**src/rtl/xcvr_attr_pkg.sv**
```systemverilog
package xcvr_attr_pkg;

  localparam int unsigned REQ_BIT  = 15;
  localparam int unsigned ACK_BIT  = 15;

  typedef enum logic [2:0] {
    ST_IDLE,
    ST_SET_WR,
    ST_SET_POLL,
    ST_CLR_WR,
    ST_CLR_POLL
  } seq_state_e;

  typedef enum logic [1:0] {
    AC_IDLE,
    AC_CMD,
    AC_RESP
  } acc_state_e;

  function automatic logic [31:0] pack_word(
    input logic [15:0] data,
    input logic        req,
    input logic        rst_flag,
    input logic        set_flag,
    input logic [3:0]  lane,
    input logic [7:0]  opcode
  );
    return {data, req, rst_flag, set_flag, 1'b0, lane, opcode};
  endfunction

endpackage

```
**src/rtl/xcvr_attr_addr.sv**
```systemverilog
module xcvr_attr_addr #(
  parameter int unsigned N_CHAN      = 8,
  parameter int unsigned CHAN_W      = 3,
  parameter logic [31:0] REQ_BASE    = 32'h000A_403C,
  parameter logic [31:0] STAT_BASE   = 32'h000A_4040,
  parameter logic [31:0] CHAN_STRIDE = 32'h0010_0000
) (
  input  logic [CHAN_W-1:0] chan_i,
  output logic [31:0]       req_addr_o,
  output logic [31:0]       stat_addr_o
);

  logic [31:0] req_tab  [N_CHAN];
  logic [31:0] stat_tab [N_CHAN];

  for (genvar c = 0; c < N_CHAN; c++) begin : g_chan
    localparam logic [31:0] OFFS = 32'(c) * CHAN_STRIDE;
    assign req_tab[c]  = REQ_BASE + OFFS;
    assign stat_tab[c] = STAT_BASE + OFFS;
  end

  assign req_addr_o  = req_tab[chan_i];
  assign stat_addr_o = stat_tab[chan_i];

endmodule

```
**src/rtl/xcvr_attr_mm.sv**
```systemverilog
module xcvr_attr_mm #(
  parameter int unsigned AW = 32,
  parameter int unsigned DW = 32
) (
  input  logic          clk_i,
  input  logic          rst_ni,
  input  logic          go_i,
  input  logic          wr_i,
  input  logic [AW-1:0] addr_i,
  input  logic [DW-1:0] wdata_i,
  output logic          done_o,
  output logic [DW-1:0] rdata_o,
  output logic [AW-1:0] mm_addr_o,
  output logic          mm_write_o,
  output logic          mm_read_o,
  output logic [DW-1:0] mm_wdata_o,
  input  logic          mm_waitrequest_i,
  input  logic [DW-1:0] mm_readdata_i,
  input  logic          mm_readdatavalid_i
);
  import xcvr_attr_pkg::*;

  acc_state_e    st_q;
  logic [AW-1:0] addr_q;
  logic [DW-1:0] wdata_q, rdata_q;
  logic          wr_q, rd_q, done_q;

  always_ff @(posedge clk_i or negedge rst_ni) begin
    if (!rst_ni) begin
      st_q    <= AC_IDLE;
      addr_q  <= '0;
      wdata_q <= '0;
      rdata_q <= '0;
      wr_q    <= 1'b0;
      rd_q    <= 1'b0;
      done_q  <= 1'b0;
    end else begin
      done_q <= 1'b0;
      unique case (st_q)
        AC_IDLE: if (go_i) begin
          addr_q  <= addr_i;
          wdata_q <= wdata_i;
          wr_q    <= wr_i;
          rd_q    <= !wr_i;
          st_q    <= AC_CMD;
        end
        AC_CMD: if (!mm_waitrequest_i) begin
          wr_q <= 1'b0;
          rd_q <= 1'b0;
          if (wr_q) begin
            done_q <= 1'b1;
            st_q   <= AC_IDLE;
          end else begin
            st_q <= AC_RESP;
          end
        end
        AC_RESP: if (mm_readdatavalid_i) begin
          rdata_q <= mm_readdata_i;
          done_q  <= 1'b1;
          st_q    <= AC_IDLE;
        end
        default: st_q <= AC_IDLE;
      endcase
    end
  end

  assign mm_addr_o  = addr_q;
  assign mm_wdata_o = wdata_q;
  assign mm_write_o = wr_q;
  assign mm_read_o  = rd_q;
  assign done_o     = done_q;
  assign rdata_o    = rdata_q;

  p_excl_r8: assert property (@(posedge clk_i) disable iff (!rst_ni)
    !(mm_write_o && mm_read_o));

  p_hold_wr_r8: assert property (@(posedge clk_i) disable iff (!rst_ni)
    (mm_write_o && mm_waitrequest_i) |=>
      (mm_write_o && $stable(mm_addr_o) && $stable(mm_wdata_o)));

  p_hold_rd_r8: assert property (@(posedge clk_i) disable iff (!rst_ni)
    (mm_read_o && mm_waitrequest_i) |=> (mm_read_o && $stable(mm_addr_o)));

endmodule

```
**src/rtl/xcvr_attr_seq.sv**
```systemverilog
module xcvr_attr_seq #(
  parameter int unsigned CHAN_W  = 3,
  parameter int unsigned LIMIT_W = 16
) (
  input  logic               clk_i,
  input  logic               rst_ni,
  input  logic               start_i,
  input  logic [CHAN_W-1:0]  chan_i,
  input  logic [15:0]        data_i,
  input  logic               set_i,
  input  logic               rst_flag_i,
  input  logic [1:0]         lane_i,
  input  logic [7:0]         opcode_i,
  input  logic [LIMIT_W-1:0] poll_limit_i,
  input  logic               acc_done_i,
  input  logic [31:0]        acc_rdata_i,
  output logic               acc_go_o,
  output logic               acc_wr_o,
  output logic [31:0]        acc_wdata_o,
  output logic [CHAN_W-1:0]  chan_o,
  output logic               busy_o,
  output logic               done_o,
  output logic               timeout_o,
  output logic [31:0]        status_o
);
  import xcvr_attr_pkg::*;

  seq_state_e         state_q;
  logic [31:0]        word_q, status_q;
  logic [CHAN_W-1:0]  chan_q;
  logic [LIMIT_W-1:0] limit_q, tries_q, tries_nxt;
  logic               go_q, done_q, tmo_q, acked;

  assign tries_nxt = tries_q + 1'b1;
  // awaited acknowledge level depends on the phase
  assign acked = (state_q == ST_SET_POLL) ? acc_rdata_i[ACK_BIT] : !acc_rdata_i[ACK_BIT];

  always_ff @(posedge clk_i or negedge rst_ni) begin
    if (!rst_ni) begin
      state_q  <= ST_IDLE;
      word_q   <= '0;
      status_q <= '0;
      chan_q   <= '0;
      limit_q  <= '0;
      tries_q  <= '0;
      go_q     <= 1'b0;
      done_q   <= 1'b0;
      tmo_q    <= 1'b0;
    end else begin
      go_q   <= 1'b0;
      done_q <= 1'b0;
      tmo_q  <= 1'b0;
      unique case (state_q)
        ST_IDLE: if (start_i) begin
          word_q  <= pack_word(data_i, 1'b0, rst_flag_i, set_i, {2'b00, lane_i}, opcode_i);
          chan_q  <= chan_i;
          limit_q <= (poll_limit_i == '0) ? LIMIT_W'(1) : poll_limit_i;
          go_q    <= 1'b1;
          state_q <= ST_SET_WR;
        end
        ST_SET_WR, ST_CLR_WR: if (acc_done_i) begin
          go_q    <= 1'b1;
          tries_q <= '0;
          state_q <= (state_q == ST_SET_WR) ? ST_SET_POLL : ST_CLR_POLL;
        end
        ST_SET_POLL, ST_CLR_POLL: if (acc_done_i) begin
          if (acked) begin
            if (state_q == ST_SET_POLL) begin
              go_q    <= 1'b1;
              state_q <= ST_CLR_WR;
            end else begin
              done_q   <= 1'b1;
              status_q <= acc_rdata_i;
              state_q  <= ST_IDLE;
            end
          end else if (tries_nxt >= limit_q) begin
            done_q   <= 1'b1;
            tmo_q    <= 1'b1;
            status_q <= acc_rdata_i;
            state_q  <= ST_IDLE;
          end else begin
            tries_q <= tries_nxt;
            go_q    <= 1'b1;
          end
        end
        default: state_q <= ST_IDLE;
      endcase
    end
  end

  assign acc_go_o    = go_q;
  assign acc_wr_o    = (state_q == ST_SET_WR) || (state_q == ST_CLR_WR);
  assign acc_wdata_o = {word_q[31:16], state_q == ST_SET_WR, word_q[14:0]};
  assign chan_o      = chan_q;
  assign busy_o      = (state_q != ST_IDLE);
  assign done_o      = done_q;
  assign timeout_o   = tmo_q;
  assign status_o    = status_q;

  p_tmo_with_done_r6: assert property (@(posedge clk_i) disable iff (!rst_ni)
    timeout_o |-> done_o);

  p_done_pulse_r7: assert property (@(posedge clk_i) disable iff (!rst_ni)
    done_o |=> !done_o);

  p_ignore_busy_r10: assert property (@(posedge clk_i) disable iff (!rst_ni)
    (busy_o && start_i) |=> ($stable(chan_o) && $stable(limit_q)));

  p_poll_bound_r6: assert property (@(posedge clk_i) disable iff (!rst_ni)
    busy_o |-> (tries_q < limit_q || !(state_q == ST_SET_POLL || state_q == ST_CLR_POLL)));

endmodule

```
**src/rtl/xcvr_attr_engine.sv**
```systemverilog
module xcvr_attr_engine #(
  parameter int unsigned N_CHAN      = 8,
  parameter int unsigned LIMIT_W     = 16,
  parameter logic [31:0] REQ_BASE    = 32'h000A_403C,
  parameter logic [31:0] STAT_BASE   = 32'h000A_4040,
  parameter logic [31:0] CHAN_STRIDE = 32'h0010_0000,
  localparam int unsigned CHAN_W     = (N_CHAN > 1) ? $clog2(N_CHAN) : 1
) (
  input  logic               clk_i,
  input  logic               rst_ni,
  input  logic               start_i,
  input  logic [CHAN_W-1:0]  chan_i,
  input  logic [15:0]        data_i,
  input  logic               set_i,
  input  logic               rst_flag_i,
  input  logic [1:0]         lane_i,
  input  logic [7:0]         opcode_i,
  input  logic [LIMIT_W-1:0] poll_limit_i,
  output logic               busy_o,
  output logic               done_o,
  output logic               timeout_o,
  output logic [31:0]        status_o,
  output logic [31:0]        mm_addr_o,
  output logic               mm_write_o,
  output logic               mm_read_o,
  output logic [31:0]        mm_wdata_o,
  input  logic               mm_waitrequest_i,
  input  logic [31:0]        mm_readdata_i,
  input  logic               mm_readdatavalid_i
);

  logic              acc_go, acc_wr, acc_done;
  logic [31:0]       acc_wdata, acc_rdata, req_addr, stat_addr;
  logic [CHAN_W-1:0] chan_q;

  xcvr_attr_seq #(.CHAN_W(CHAN_W), .LIMIT_W(LIMIT_W)) u_seq (
    .clk_i        (clk_i),
    .rst_ni       (rst_ni),
    .start_i      (start_i),
    .chan_i       (chan_i),
    .data_i       (data_i),
    .set_i        (set_i),
    .rst_flag_i   (rst_flag_i),
    .lane_i       (lane_i),
    .opcode_i     (opcode_i),
    .poll_limit_i (poll_limit_i),
    .acc_done_i   (acc_done),
    .acc_rdata_i  (acc_rdata),
    .acc_go_o     (acc_go),
    .acc_wr_o     (acc_wr),
    .acc_wdata_o  (acc_wdata),
    .chan_o       (chan_q),
    .busy_o       (busy_o),
    .done_o       (done_o),
    .timeout_o    (timeout_o),
    .status_o     (status_o)
  );

  xcvr_attr_addr #(
    .N_CHAN(N_CHAN), .CHAN_W(CHAN_W), .REQ_BASE(REQ_BASE),
    .STAT_BASE(STAT_BASE), .CHAN_STRIDE(CHAN_STRIDE)
  ) u_addr (
    .chan_i      (chan_q),
    .req_addr_o  (req_addr),
    .stat_addr_o (stat_addr)
  );

  xcvr_attr_mm #(.AW(32), .DW(32)) u_mm (
    .clk_i              (clk_i),
    .rst_ni             (rst_ni),
    .go_i               (acc_go),
    .wr_i               (acc_wr),
    .addr_i             (acc_wr ? req_addr : stat_addr),
    .wdata_i            (acc_wdata),
    .done_o             (acc_done),
    .rdata_o            (acc_rdata),
    .mm_addr_o          (mm_addr_o),
    .mm_write_o         (mm_write_o),
    .mm_read_o          (mm_read_o),
    .mm_wdata_o         (mm_wdata_o),
    .mm_waitrequest_i   (mm_waitrequest_i),
    .mm_readdata_i      (mm_readdata_i),
    .mm_readdatavalid_i (mm_readdatavalid_i)
  );

  p_quiet_idle_r4: assert property (@(posedge clk_i) disable iff (!rst_ni)
    !busy_o |-> !(mm_write_o || mm_read_o));

  p_rsvd_zero_r2: assert property (@(posedge clk_i) disable iff (!rst_ni)
    mm_write_o |-> (mm_wdata_o[12:10] == 3'b000));

  p_no_done_busy_r7: assert property (@(posedge clk_i) disable iff (!rst_ni)
    done_o |-> !busy_o);

endmodule

```
**config.mk**
```make
export PLATFORM = sky130hd
export DESIGN_NAME = xcvr_attr_engine
export DESIGN_NICKNAME = d
export VERILOG_FILES = /design/src/rtl/xcvr_attr_pkg.sv /design/src/rtl/xcvr_attr_addr.sv /design/src/rtl/xcvr_attr_mm.sv /design/src/rtl/xcvr_attr_seq.sv /design/src/rtl/xcvr_attr_engine.sv
export SDC_FILE = /design/constraint.sdc
export NUM_CORES = 1
export LEC_CHECK = 0
export BUFFER_PORTS_ARGS = -buffer_cell sky130_fd_sc_hd__buf_2
export CORE_AREA = 4 4 136 138
export DETAILED_ROUTE_END_ITERATION = 8
export DIE_AREA = 0 0 140 142
export PLACE_DENSITY_LB_ADDON = 0.12
export SLEW_MARGIN = 15
export SYNTH_ARGS = -nofsm -noshare
export SYNTH_HDL_FRONTEND = slang
export SYNTH_SLANG_ARGS = --single-unit
```
**constraint.sdc**
```tcl
create_clock -name clk_i -period 3.5 [get_ports clk_i]
set_input_delay 0.35 -clock clk_i [delete_from_list [all_inputs] [get_ports clk_i]]
set_output_delay 0.35 -clock clk_i [all_outputs]
set_load 0.02 [all_outputs]
```
==> results of run 1 <==
==> cells in the final DEF, fill, tap and decap left out, drive strengths merged, types with 4 or more instances in the layout <==
| cell type | synthesis | routed |
|---|---|---|
| nor2 | 11 | 11 |
| o21a | 4 | 4 |
| ha | 21 | 21 |
| mux2 | 127 | 127 |
| xnor2 | 9 | 9 |
| clkbuf | 16 | 19 |
| xor2 | 6 | 6 |
| buf | 38 | 205 |
| o21ai | 26 | 26 |
| nand3 | 10 | 10 |
| mux2i | 7 | 7 |
| and2 | 4 | 4 |
| a21oi | 19 | 19 |
| nand4 | 3 | 4 |
| and3 | 4 | 4 |
| a31oi | 7 | 7 |
| nand2b | 5 | 5 |
| dfrtp | 173 | 173 |
| inv | 32 | 38 |
| nand2 | 44 | 44 |
| nor4 | 4 | 4 |
| conb | 1 | 24 |
==> area by class of cell <==
cell class                      instances  area, µm²  area share, %
Inverter                               32      120.1          1.223
Clock buffer                           19      442.9          4.509
Tap cell                              225      281.5          2.866
Multi-Input combinational cell        367       3227          32.85
Sequential cell                       173       4329          44.07
Timing Repair Buffer                  206       1247          12.70
Clock inverter                         13      175.2          1.783
==> logic make-up (layout without fill, tap and decap cells) <==
family                     after synthesis  count (layout)  share of synthesized area, %
DFF                                    173             173                         55.49
muxes                                  134             134                         20.63
and+or+nand+nor                         96              97                         6.239
buffers and inverters                   86             270                         6.367
AOI/OAI and AO/OA                       76              76                         6.175
adders and majority gates               21              21                         3.368
xor gates and xnor gates                15              15                         1.684
other                                    1              24                       0.04807
==> sequential cells by signal, summed over array words and instances (netlist names) <==
signal and cells:
u_mm.done_o 1, u_mm.mm_addr_o 6, u_mm.mm_read_o 1, u_mm.mm_wdata_o 29
u_mm.mm_write_o 1, u_mm.rdata_o 32, u_mm.st_q 2, u_seq.acc_go_o 1
u_seq.chan_o 3, u_seq.done_o 1, u_seq.limit_q 16, u_seq.state_q 3
u_seq.status_o 32, u_seq.timeout_o 1, u_seq.tries_q 16, u_seq.word_q 28
==> per-layer routing <==
| metal | global-route usage [%] | share of wire (%) | up-vias |
|---|---|---|---|
| li1 | - | - | 2437 |
| met1 | 22.54 | 46 | 2467 |
| met2 | 26.61 | 46 | 154 |
| met3 | 6.048 | 7.5 | 9 |
| met4 | 3.876 | 0.65 | 0 |
| met5 | 0 | 0 | - |
==> power breakdown <==
part	internal (mW)	leakage, nW	switching, mW
Clock	1.16	0.301	0.822
Sequential	2.86	2.17	0.452
Combinational	1.48	2.47	1.64
Total	5.50	4.94	2.91
==> critical path: cells and delay by family, from the launching register on <==
family / cells / cell delay, ps
AND/OR/NAND/NOR: 9 / 2070
flip-flops: 1 / 380
multiplexers: 1 / 300
adder cells (fa/ha/maj): 1 / 280
XOR/XNOR: 1 / 220
buffers and inverters: 1 / 170
AO/OA/AOI/OAI: 1 / 60
==> final timing paths <==
kind                                                   to  slack (ps)  depth (start not counted)
min in group asynchronous  u_seq.status_o[19]$_DFFE_PN0P_         480                          2
setup / recovery           u_seq.status_o[27]$_DFFE_PN0P_        -100                         14
max in group asynchronous    u_seq.word_q[17]$_DFFE_PN0P_        2150                          3
hold / removal               u_seq.word_q[28]$_DFFE_PN0P_         150                          2
hold reg to reg            u_seq.status_o[23]$_DFFE_PN0P_         500                          1
setup reg to reg           u_seq.status_o[27]$_DFFE_PN0P_        -100                         14
==> what timing repair did <==
action	4_1_cts	5_1_grt
pin swaps	11	1
gates cloned	2	0
hold buffers	1	0
resized for setup	21	12
setup endpoints to repair	49	51
setup buffers	2	3
hold endpoints to repair	66	0
==> stage by stage <==
step | cell area (µm²) | util, % | cells
floorplan | 7908 | - | 625
global placement | 8947 | 52.09 | 995
detailed placement | 8947 | 52.09 | 995
CTS | 9718 | 56.58 | 1032
global route | 9823 | 57.19 | 1035
finish | 9823 | 57.19 | 1035
==> impl_metrics.py, run 1 <==
metrics = {
    "run_status": {
        "outcome": "finished with violations",
        "violations": "setup timing",
    },
    "place": {
        "routabilityCongestion": 0.8398,
        "dp_slack_ps": -232.6,
        "dp_hpwl_um": 11460,
        "portBuffers": 160,
    },
    "logic_synthesis": {
        "ys_types": 51,
        "synth_warnings": 0,
        "syn_avg_cell_area_um2": 12.96,
        "ys_top_cells_by_count": "173 x dfrtp_1, 98 x mux2_2, 44 x nand2_1",
        "synth_cells": 602,
        "synth_area_leader_cell": "dfrtp_1",
        "synth_top_cells_by_area": "dfrtp_1 55%, mux2_2 14%, mux2_4 5.6%",
        "syn_area_um2": 7801,
        "synth_most_common_cell": "dfrtp_1",
        "synthArstFlopShare_pct": 100.0,
        "dominantRegCellSynth": "dfrtp_1",
        "ys_seq_area_share_pct": 55.49,
        "synth-seq-cells": 173,
        "synth_top_area_share_pct": 55.49,
        "synth-edff-count": 0,
    },
    "routing": {
        "drtIter0Drc": 215,
        "drt-total-wl_um": 16530,
        "vias": 5067,
        "wl_per_cell_um": 15.97,
        "drc": 0,
        "dr.pass1.iters": 4,
        "ant_nets": 0,
        "viasPerCell": 4.896,
    },
    "power_and_ir_drop": {
        "p_per_area_nw_per_um2": 856.4,
        "power_mw": 8.412,
        "power_leakage_nw": 4.942,
        "vdd_drop_max_mv": 0.4637,
    },
    "layout": {
        "num-fill-cells": 1480,
        "drive_gt1_share_pct": 48.52,
        "diodes": 0,
        "final_nets": 902,
        "synthToLayoutAreaGrowth_pct": 25.92,
    },
    "worst_hold_path": {
        "hold_class": "in2reg",
        "min_from": "data_i[12]",
    },
    "worst_setup_path": {
        "r2r_start": "u_seq.tries_q[7]$_DFFE_PN0P_",
        "critical_path.cell_chain": "and3_4 > and3_4 > and3_1 > nand3_1 > xnor2_1 > ha_1 > and4_4 > nand4_1 > a21oi_1 > or4b_4 > or2_4 > nand4_4 > buf_12 > mux2_4",
        "arrival_ps": 3910,
        "critPathKind": "reg2reg",
        "crit_path_end_kind": "flop",
        "critPathMaxFanout": 7,
        "start_kind": "flop",
        "worst-endpoint-required_ps": 3800,
        "cp_slowest_cell": "or4b_4",
        "crit_path_frequent_cell": "and3_4",
        "setup.worst_path.start": "u_seq.tries_q[7]$_DFFE_PN0P_",
        "critPathMaxStageDelay_ps": 560,
    },
    "sta": {
        "worstMarginPinSlew_ps": 723.4,
        "clock_skew_ps": 7.945,
        "rsz0062_at_grt": "yes",
        "max-slew-margin-rel_pct": 51.78,
        "fin_setup_tns_ps": -2757,
        "clock.fmax_mhz": 277.5,
        "finalCritPeriodShare_pct": 103.0,
        "setup_viol": 40,
        "setup_slack_ps": -103.9,
        "hold_ws_ps": 153.1,
        "slew_viol_final": 0,
        "finalHoldViolCount": 0,
        "fin_crit_ps": 3604,
    },
    "floorplan": {
        "initial_utilization_pct": 45.42,
        "row_count": 48,
        "dieArea_um2": 19880,
        "die_width_um": 140,
        "top_level_ports": 185,
        "core_um2": 17180,
        "die_h_um": 142,
    },
    "clock_tree": {
        "cts.sinks": 173,
        "path_clk_slew_ps": 70,
        "clockRootBuffer": "clkbuf_16",
        "cts_buffers": 17,
        "clockBufferDepth": 2,
        "clk_latency_ps": 420,
        "ctsHtreeMaxLevel": 4,
        "cts_tree": "yes",
    },
    "global_routing": {
        "grt_pass1_wl_um": 27030,
        "first_global_vias": 5392,
        "antenna_found_initial": 0,
        "overflow": 0,
        "grt_max_degree": 78,
        "grt_util_all_layers_pct": 16.83,
    },
    "flow_run": {
        "max_cap_violations": 0,
    },
}
Power figures use the tool's default switching activity.
==> run 2: changes to the inputs <==
--- a/config.mk
+++ b/config.mk
@@ -5,12 +5,13 @@
 export SDC_FILE = /design/constraint.sdc
 export NUM_CORES = 1
 export LEC_CHECK = 0
-export BUFFER_PORTS_ARGS = -buffer_cell sky130_fd_sc_hd__buf_2
-export CORE_AREA = 4 4 136 138
+export CORE_AREA = 4 4 151 153
 export DETAILED_ROUTE_END_ITERATION = 8
-export DIE_AREA = 0 0 140 142
+export DIE_AREA = 0 0 155 157
+export DONT_BUFFER_PORTS = 1
 export PLACE_DENSITY_LB_ADDON = 0.12
 export SLEW_MARGIN = 15
 export SYNTH_ARGS = -nofsm -noshare
 export SYNTH_HDL_FRONTEND = slang
+export SYNTH_HIERARCHICAL = 1
 export SYNTH_SLANG_ARGS = --single-unit
==> impl_metrics.py, run 2 <==
metrics = {
    "run_status": {
        "outcome": "finished with violations",
        "violations": "hold timing",
    },
    "global_routing": {
        "first_global_vias": 5881,
        "overflow": 0,
        "grt_pass1_wl_um": 30990,
        "grt_max_degree": 203,
        "antenna_found_initial": 0,
        "grt_util_all_layers_pct": 15.51,
    },
    "sta": {
        "fin_crit_ps": 3302,
        "slew_viol_final": 0,
        "setup_viol": 0,
        "max-slew-margin-rel_pct": 37.23,
        "setup_slack_ps": 198.4,
        "clock.fmax_mhz": 302.9,
        "worstMarginPinSlew_ps": 941.5,
        "clock_skew_ps": 8.267,
        "hold_ws_ps": -442.2,
        "finalCritPeriodShare_pct": 94.33,
        "fin_setup_tns_ps": 0,
        "rsz0062_at_grt": "no",
        "finalHoldViolCount": 202,
    },
    "worst_setup_path": {
        "worst-endpoint-required_ps": 3870,
        "reg2reg_to": "u_seq/status_o[13]$_DFFE_PN0P_",
        "critPathMaxFanout": 17,
        "cp_slowest_cell": "or4b_4",
        "ff2ff_path_depth": 14,
        "cp_top_family": "simple AND/OR/NAND/NOR gates",
        "critPathKind": "reg2reg",
        "critical_path.cell_chain": "ha_1 > nand4_1 > nor3_2 > and2_1 > nand2b_1 > nand2_1 > ha_1 > nand4_2 > nor3_2 > or4b_4 > nand3_4 > nand2_4 > buf_12 > mux2_4",
        "start_kind": "flop",
        "crit_buf_inv": 1,
        "r2r_start": "u_seq/tries_q[0]$_DFFE_PN0P_",
        "arrival_ps": 3670,
        "crit_path_end_kind": "flop",
        "critPathMaxStageDelay_ps": 530,
        "r2r_slack_ps": 200,
    },
    "layout": {
        "diodes": 0,
        "most-common-layout-cells": "200 x dfrtp_1, 128 x mux2_2, 78 x dlygate4sd3_1, 64 x mux2_4, 61 x conb_1",
        "num-fill-cells": 1809,
        "drive_gt1_share_pct": 32.62,
        "final_nets": 930,
        "layout_commonest_cell": "dfrtp_1",
        "finish.instance_area_um2": 11340,
        "synthToLayoutAreaGrowth_pct": 16.39,
    },
    "routing": {
        "ant_nets": 0,
        "vias": 5551,
        "drc": 0,
        "wl_per_cell_um": 17.21,
        "dr.pass1.iters": 4,
        "viasPerCell": 4.970,
        "drt-total-wl_um": 19220,
        "drtIter0Drc": 231,
    },
    "clock_tree": {
        "ctsHtreeMaxLevel": 1,
        "path_clk_slew_ps": 60,
        "cts_tree": "yes",
        "holdBufCountCts": 78,
        "clk_latency_ps": 490,
        "clockRootBuffer": "clkbuf_16",
        "cts.sinks": 202,
        "cts_buffers": 23,
        "clockBufferDepth": 3,
    },
    "place": {
        "dpl_cell_area_um2": 9703,
        "dp_hpwl_um": 12970,
        "routabilityCongestion": 0.8231,
        "dp_slack_ps": -84.86,
        "portBuffers": 0,
    },
    "logic_synthesis": {
        "ys_types": 52,
        "synth_cells": 737,
        "synth_top_cells_by_area": "dfrtp_1 52%, mux2_2 15%, mux2_4 9.9%",
        "syn_area_um2": 9747,
        "synthArstFlopShare_pct": 100.0,
        "synth_top_area_share_pct": 51.86,
        "dominantRegCellSynth": "dfrtp_1",
        "synth-edff-count": 0,
        "ys_seq_area_share_pct": 51.86,
        "ys_top_cells_by_count": "202 x dfrtp_1, 128 x mux2_2, 68 x buf_4",
        "synth_most_common_cell": "dfrtp_1",
        "syn_avg_cell_area_um2": 13.23,
        "synth_area_leader_cell": "dfrtp_1",
        "synth-seq-cells": 202,
        "synth_warnings": 6,
    },
    "floorplan": {
        "core_um2": 21550,
        "die_h_um": 157,
        "row_count": 54,
        "top_level_ports": 185,
        "die_width_um": 155,
        "dieArea_um2": 24340,
        "initial_utilization_pct": 45.22,
    },
    "power_and_ir_drop": {
        "p_per_area_nw_per_um2": 438.0,
        "power_leakage_nw": 5.732,
        "vdd_drop_max_mv": 0.3798,
        "power_mw": 4.969,
    },
    "flow_run": {
        "max_cap_violations": 0,
    },
    "worst_hold_path": {
        "hold_class": "in2async",
    },
}
run 2: cell types whose count changed in the layout (fill, tap and decap cells not counted), sizes merged, moves of 6 or more:
cell	delta
nand2b	+7
dlygate4sd3	+77
mux2	+65
clkbuf	+12
buf	-184
a21o	+7
conb	+37
dfrtp	+29
a22o	+6
inv	-13
run 2: worst register-to-register path: cells and delay by family, from the launching register on:
family	cells	cell delay [ps]
AND/OR/NAND/NOR	10	1780
adder cells (fa/ha/maj)	2	490
flip-flops	1	410
multiplexers	1	320
buffers and inverters	1	170
run 2: how the worst max path moves through the flow:
| stage | startpoint | end | slack, ps | cells past startpoint |
|---|---|---|---|---|
| after floorplan | u_seq/tries_q[5]$_DFFE_PN0P_ | u_seq/status_o[0]$_DFFE_PN0P_ | 200 | 15 |
| after global placement | u_seq/tries_q[8]$_DFFE_PN0P_ | u_seq/tries_q[5]$_DFFE_PN0P_ | 50 | 12 |
| after detailed placement | u_seq/tries_q[8]$_DFFE_PN0P_ | u_seq/tries_q[6]$_DFFE_PN0P_ | -80 | 13 |
| after CTS | u_seq/tries_q[8]$_DFFE_PN0P_ | u_seq/tries_q[5]$_DFFE_PN0P_ | 4 | 12 |
| after global routing | u_seq/tries_q[3]$_DFFE_PN0P_ | u_seq/status_o[24]$_DFFE_PN0P_ | 20 | 14 |
| final | u_seq/tries_q[0]$_DFFE_PN0P_ | u_seq/status_o[13]$_DFFE_PN0P_ | 200 | 14 |
run 2: cells by family after synthesis:
logic type	count (synthesis)	synth area share [%]
AND/OR/NAND/NOR	115	6.226
adder cells (fa/ha/maj)	22	2.824
multiplexers	195	24.96
flip-flops	202	51.86
XOR/XNOR	6	0.5391
buffers and inverters	120	8.755
AO/OA/AOI/OAI	74	4.724
other	3	0.1155
run 2: power by group:
group / internal [mW] / leakage [nW] / switching, mW
logic: 0.122 / 2.72 / 0.0565
clock network: 1.45 / 0.367 / 0.907
registers: 2.38 / 2.64 / 0.0509
total: 3.95 / 5.73 / 1.01
run 2: per-layer routing:
metal	GRT usage [%]	vias up	share of wire (%)
li1	-	2606	-
met2	25.86	151	48
met1	19.50	2758	41
met4	4.794	0	2.8
met3	4.729	36	8.0
met5	0	-	0
run 2: per-stage QoR:
step | cells | hold WS, ps | utilization (%)
after floorplan | 795 | 54.41 | -
after global placement | 994 | 60.71 | 45.02
after detailed placement | 994 | 60.72 | 45.02
after CTS | 1110 | -470.9 | 52.12
after global routing | 1117 | -474.3 | 52.64
final | 1117 | -442.2 | 52.64
run 2: what timing repair did:
item,in CTS,in global routing
pin swaps,0,4
endpoints found under the hold margin,280,202
gates resized for setup,1,14
buffers inserted,0,7
setup endpoints to repair,48,49
run 2: cell type report:
type	count	area (µm²)	area share, %
Clock buffer	31	655.6	5.779
Clock inverter	7	87.58	0.7720
Sequential cell	202	5057	44.58
Timing Repair Buffer	99	975.9	8.603
Multi-Input combinational cell	473	4124	36.35
Tap cell	280	350.3	3.088
Inverter	25	93.84	0.8272
==> run 3: changes to the inputs <==
--- a/config.mk
+++ b/config.mk
@@ -9,6 +9,7 @@
 export DETAILED_ROUTE_END_ITERATION = 8
 export DIE_AREA = 0 0 155 157
 export DONT_BUFFER_PORTS = 1
+export MAX_ROUTING_LAYER = met4
 export PLACE_DENSITY_LB_ADDON = 0.12
 export SLEW_MARGIN = 15
 export SYNTH_ARGS = -nofsm -noshare
==> impl_metrics.py, run 3 (synthesized netlist as in run 2, its figures left out) <==
metrics = {
    "place": {
        "dp_hpwl_um": 12970,
        "place_inst": 994,
        "routabilityCongestion": 0.8368,
        "portBuffers": 0,
        "dpl_cell_area_um2": 9703,
    },
    "global_routing": {
        "first_global_vias": 5883,
        "grt_max_degree": 203,
        "overflow": 0,
        "grt_util_all_layers_pct": 15.98,
        "antenna_found_initial": 0,
        "grt_pass1_wl_um": 30980,
    },
    "clock_tree": {
        "clk_latency_ps": 490,
        "ctsHtreeMaxLevel": 1,
        "holdBufCountCts": 78,
        "clockBufferDepth": 3,
        "cts_buffers": 23,
        "cts_tree": "yes",
        "clockRootBuffer": "clkbuf_16",
        "cts.sinks": 202,
        "path_clk_slew_ps": 60,
    },
    "worst_setup_path": {
        "worst-endpoint-required_ps": 3880,
        "ff2ff_path_depth": 14,
        "setup.worst_path.start": "u_seq/tries_q[4]$_DFFE_PN0P_",
        "critPathMaxFanout": 16,
        "critPathMaxStageDelay_ps": 410,
        "r2r_start": "u_seq/tries_q[4]$_DFFE_PN0P_",
        "arrival_ps": 3690,
        "r2r_slack_ps": 190,
        "crit_path_end_kind": "flop",
        "reg2reg_to": "u_seq/status_o[24]$_DFFE_PN0P_",
        "critical_path.cell_chain": "nand3_2 > buf_4 > nor2_1 > nand3_1 > nor2_1 > xor2_1 > ha_1 > a21oi_1 > nor3_1 > nor4b_4 > nand3_4 > nand2_4 > buf_12 > mux2_2",
        "cp_slowest_cell": "dfrtp_1",
        "crit_path_frequent_cell": "nor2_1",
        "start_kind": "flop",
        "critPathKind": "reg2reg",
    },
    "power_and_ir_drop": {
        "p_per_area_nw_per_um2": 438.7,
        "power_leakage_nw": 5.727,
        "vdd_drop_max_mv": 0.3800,
    },
    "routing": {
        "viasPerCell": 4.953,
        "wl_met1_um": 7972,
        "route.met2.wl_um": 9178,
        "drt-total-wl_um": 19200,
        "topRoutingLayerUsed": "met4",
        "ant_nets": 0,
        "dr.pass1.iters": 4,
        "drc": 0,
        "drtIter0Drc": 216,
        "vias": 5527,
        "dr_wl_met3_um": 1518,
        "wl_per_cell_um": 17.21,
    },
    "sta": {
        "max-slew-margin-rel_pct": 37.24,
        "clock.fmax_mhz": 302.2,
        "finalCritPeriodShare_pct": 94.54,
        "hold_ws_ps": -443.1,
        "finalHoldViolCount": 202,
        "setup_viol": 0,
        "slew_viol_final": 0,
        "clock_skew_ps": 11.73,
        "fin_crit_ps": 3309,
        "worstMarginPinSlew_ps": 941.4,
    },
    "floorplan": {
        "dieArea_um2": 24340,
        "initial_utilization_pct": 45.22,
        "row_count": 54,
        "die_h_um": 157,
        "die_width_um": 155,
        "core_um2": 21550,
        "top_level_ports": 185,
    },
    "layout": {
        "final_cells": 1116,
        "layout_commonest_cell": "dfrtp_1",
        "drive_gt1_share_pct": 32.30,
        "diodes": 0,
        "finish.instance_area_um2": 11330,
        "final_nets": 929,
        "most-common-layout-cells": "200 x dfrtp_1, 128 x mux2_2, 78 x dlygate4sd3_1, 64 x mux2_4, 61 x conb_1",
        "fin_util_pct": 52.56,
        "synthToLayoutAreaGrowth_pct": 16.23,
    },
    "worst_hold_path": {
        "hold_class": "in2async",
    },
    "run_status": {
        "violations": "hold timing",
        "outcome": "finished with violations",
    },
    "flow_run": {
        "max_cap_violations": 0,
    },
}
## run 3: cell count changes in the layout (fill, tap and decap cells not counted), sizes merged
| cell | delta |
|---|---|
| buf | -1 |
## run 3: timing repair
item / 4_1_cts / 5_1_grt
endpoints found under the hold margin: 280 / 202
setup buffers: 0 / 6
setup endpoints to repair: 48 / 49
resized for setup: 1 / 12
pin swaps: 0 / 4
## run 3: how the worst max path moves through the flow
stage	endpoint	slack (ps)	cells past startpoint
global placement	u_seq/tries_q[5]$_DFFE_PN0P_	50	12
detailed placement	u_seq/tries_q[6]$_DFFE_PN0P_	-80	13
global route	u_seq/status_o[24]$_DFFE_PN0P_	-20	14
finish	u_seq/status_o[24]$_DFFE_PN0P_	190	14
floorplan	u_seq/status_o[0]$_DFFE_PN0P_	200	15
CTS	u_seq/tries_q[5]$_DFFE_PN0P_	4	12
## run 3: routing by layer
| metal | vias up | track usage [%] |
|---|---|---|
| li1 | 2595 | - |
| met1 | 2742 | 19.50 |
| met2 | 153 | 25.97 |
| met3 | 37 | 4.592 |
| met4 | 0 | 4.794 |
| met5 | - | - |
## run 3: critical path, delay by kind of cell (launching register included)
family	cells	cell delay (ps)
buffers and inverters	2	340
xor gates and xnor gates	1	250
and+or+nand+nor	8	1400
AOI/OAI and AO/OA	1	160
DFF	1	410
muxes	1	350
adders and majority gates	1	290
## run 3: final cells by class
type	instances	area [µm²]
fill	1807	10220
sequential	202	5057
multi-input combinational	473	4115
timing repair buffer	98	968.4
clock buffer	31	655.6
tap	280	350.3
inverter	25	93.84
clock inverter	7	87.58
## run 3: power breakdown
group | switching [mW] | internal, mW
Clock | 0.908 | 1.45
Sequential | 0.0508 | 2.38
Combinational | 0.0564 | 0.122
Total | 1.02 | 3.95
## run 3: through the flow
stage | TNS [ps] | total power, mW | worst slack (ps)
floorplan | 0 | 2.612 | 204.0
global placement | 0 | 2.576 | 50.07
detailed placement | -2741 | 2.582 | -84.86
CTS | 0 | 5.058 | 3.984
global route | -31.23 | 5.181 | -17.73
finish | 0 | 4.970 | 191.1
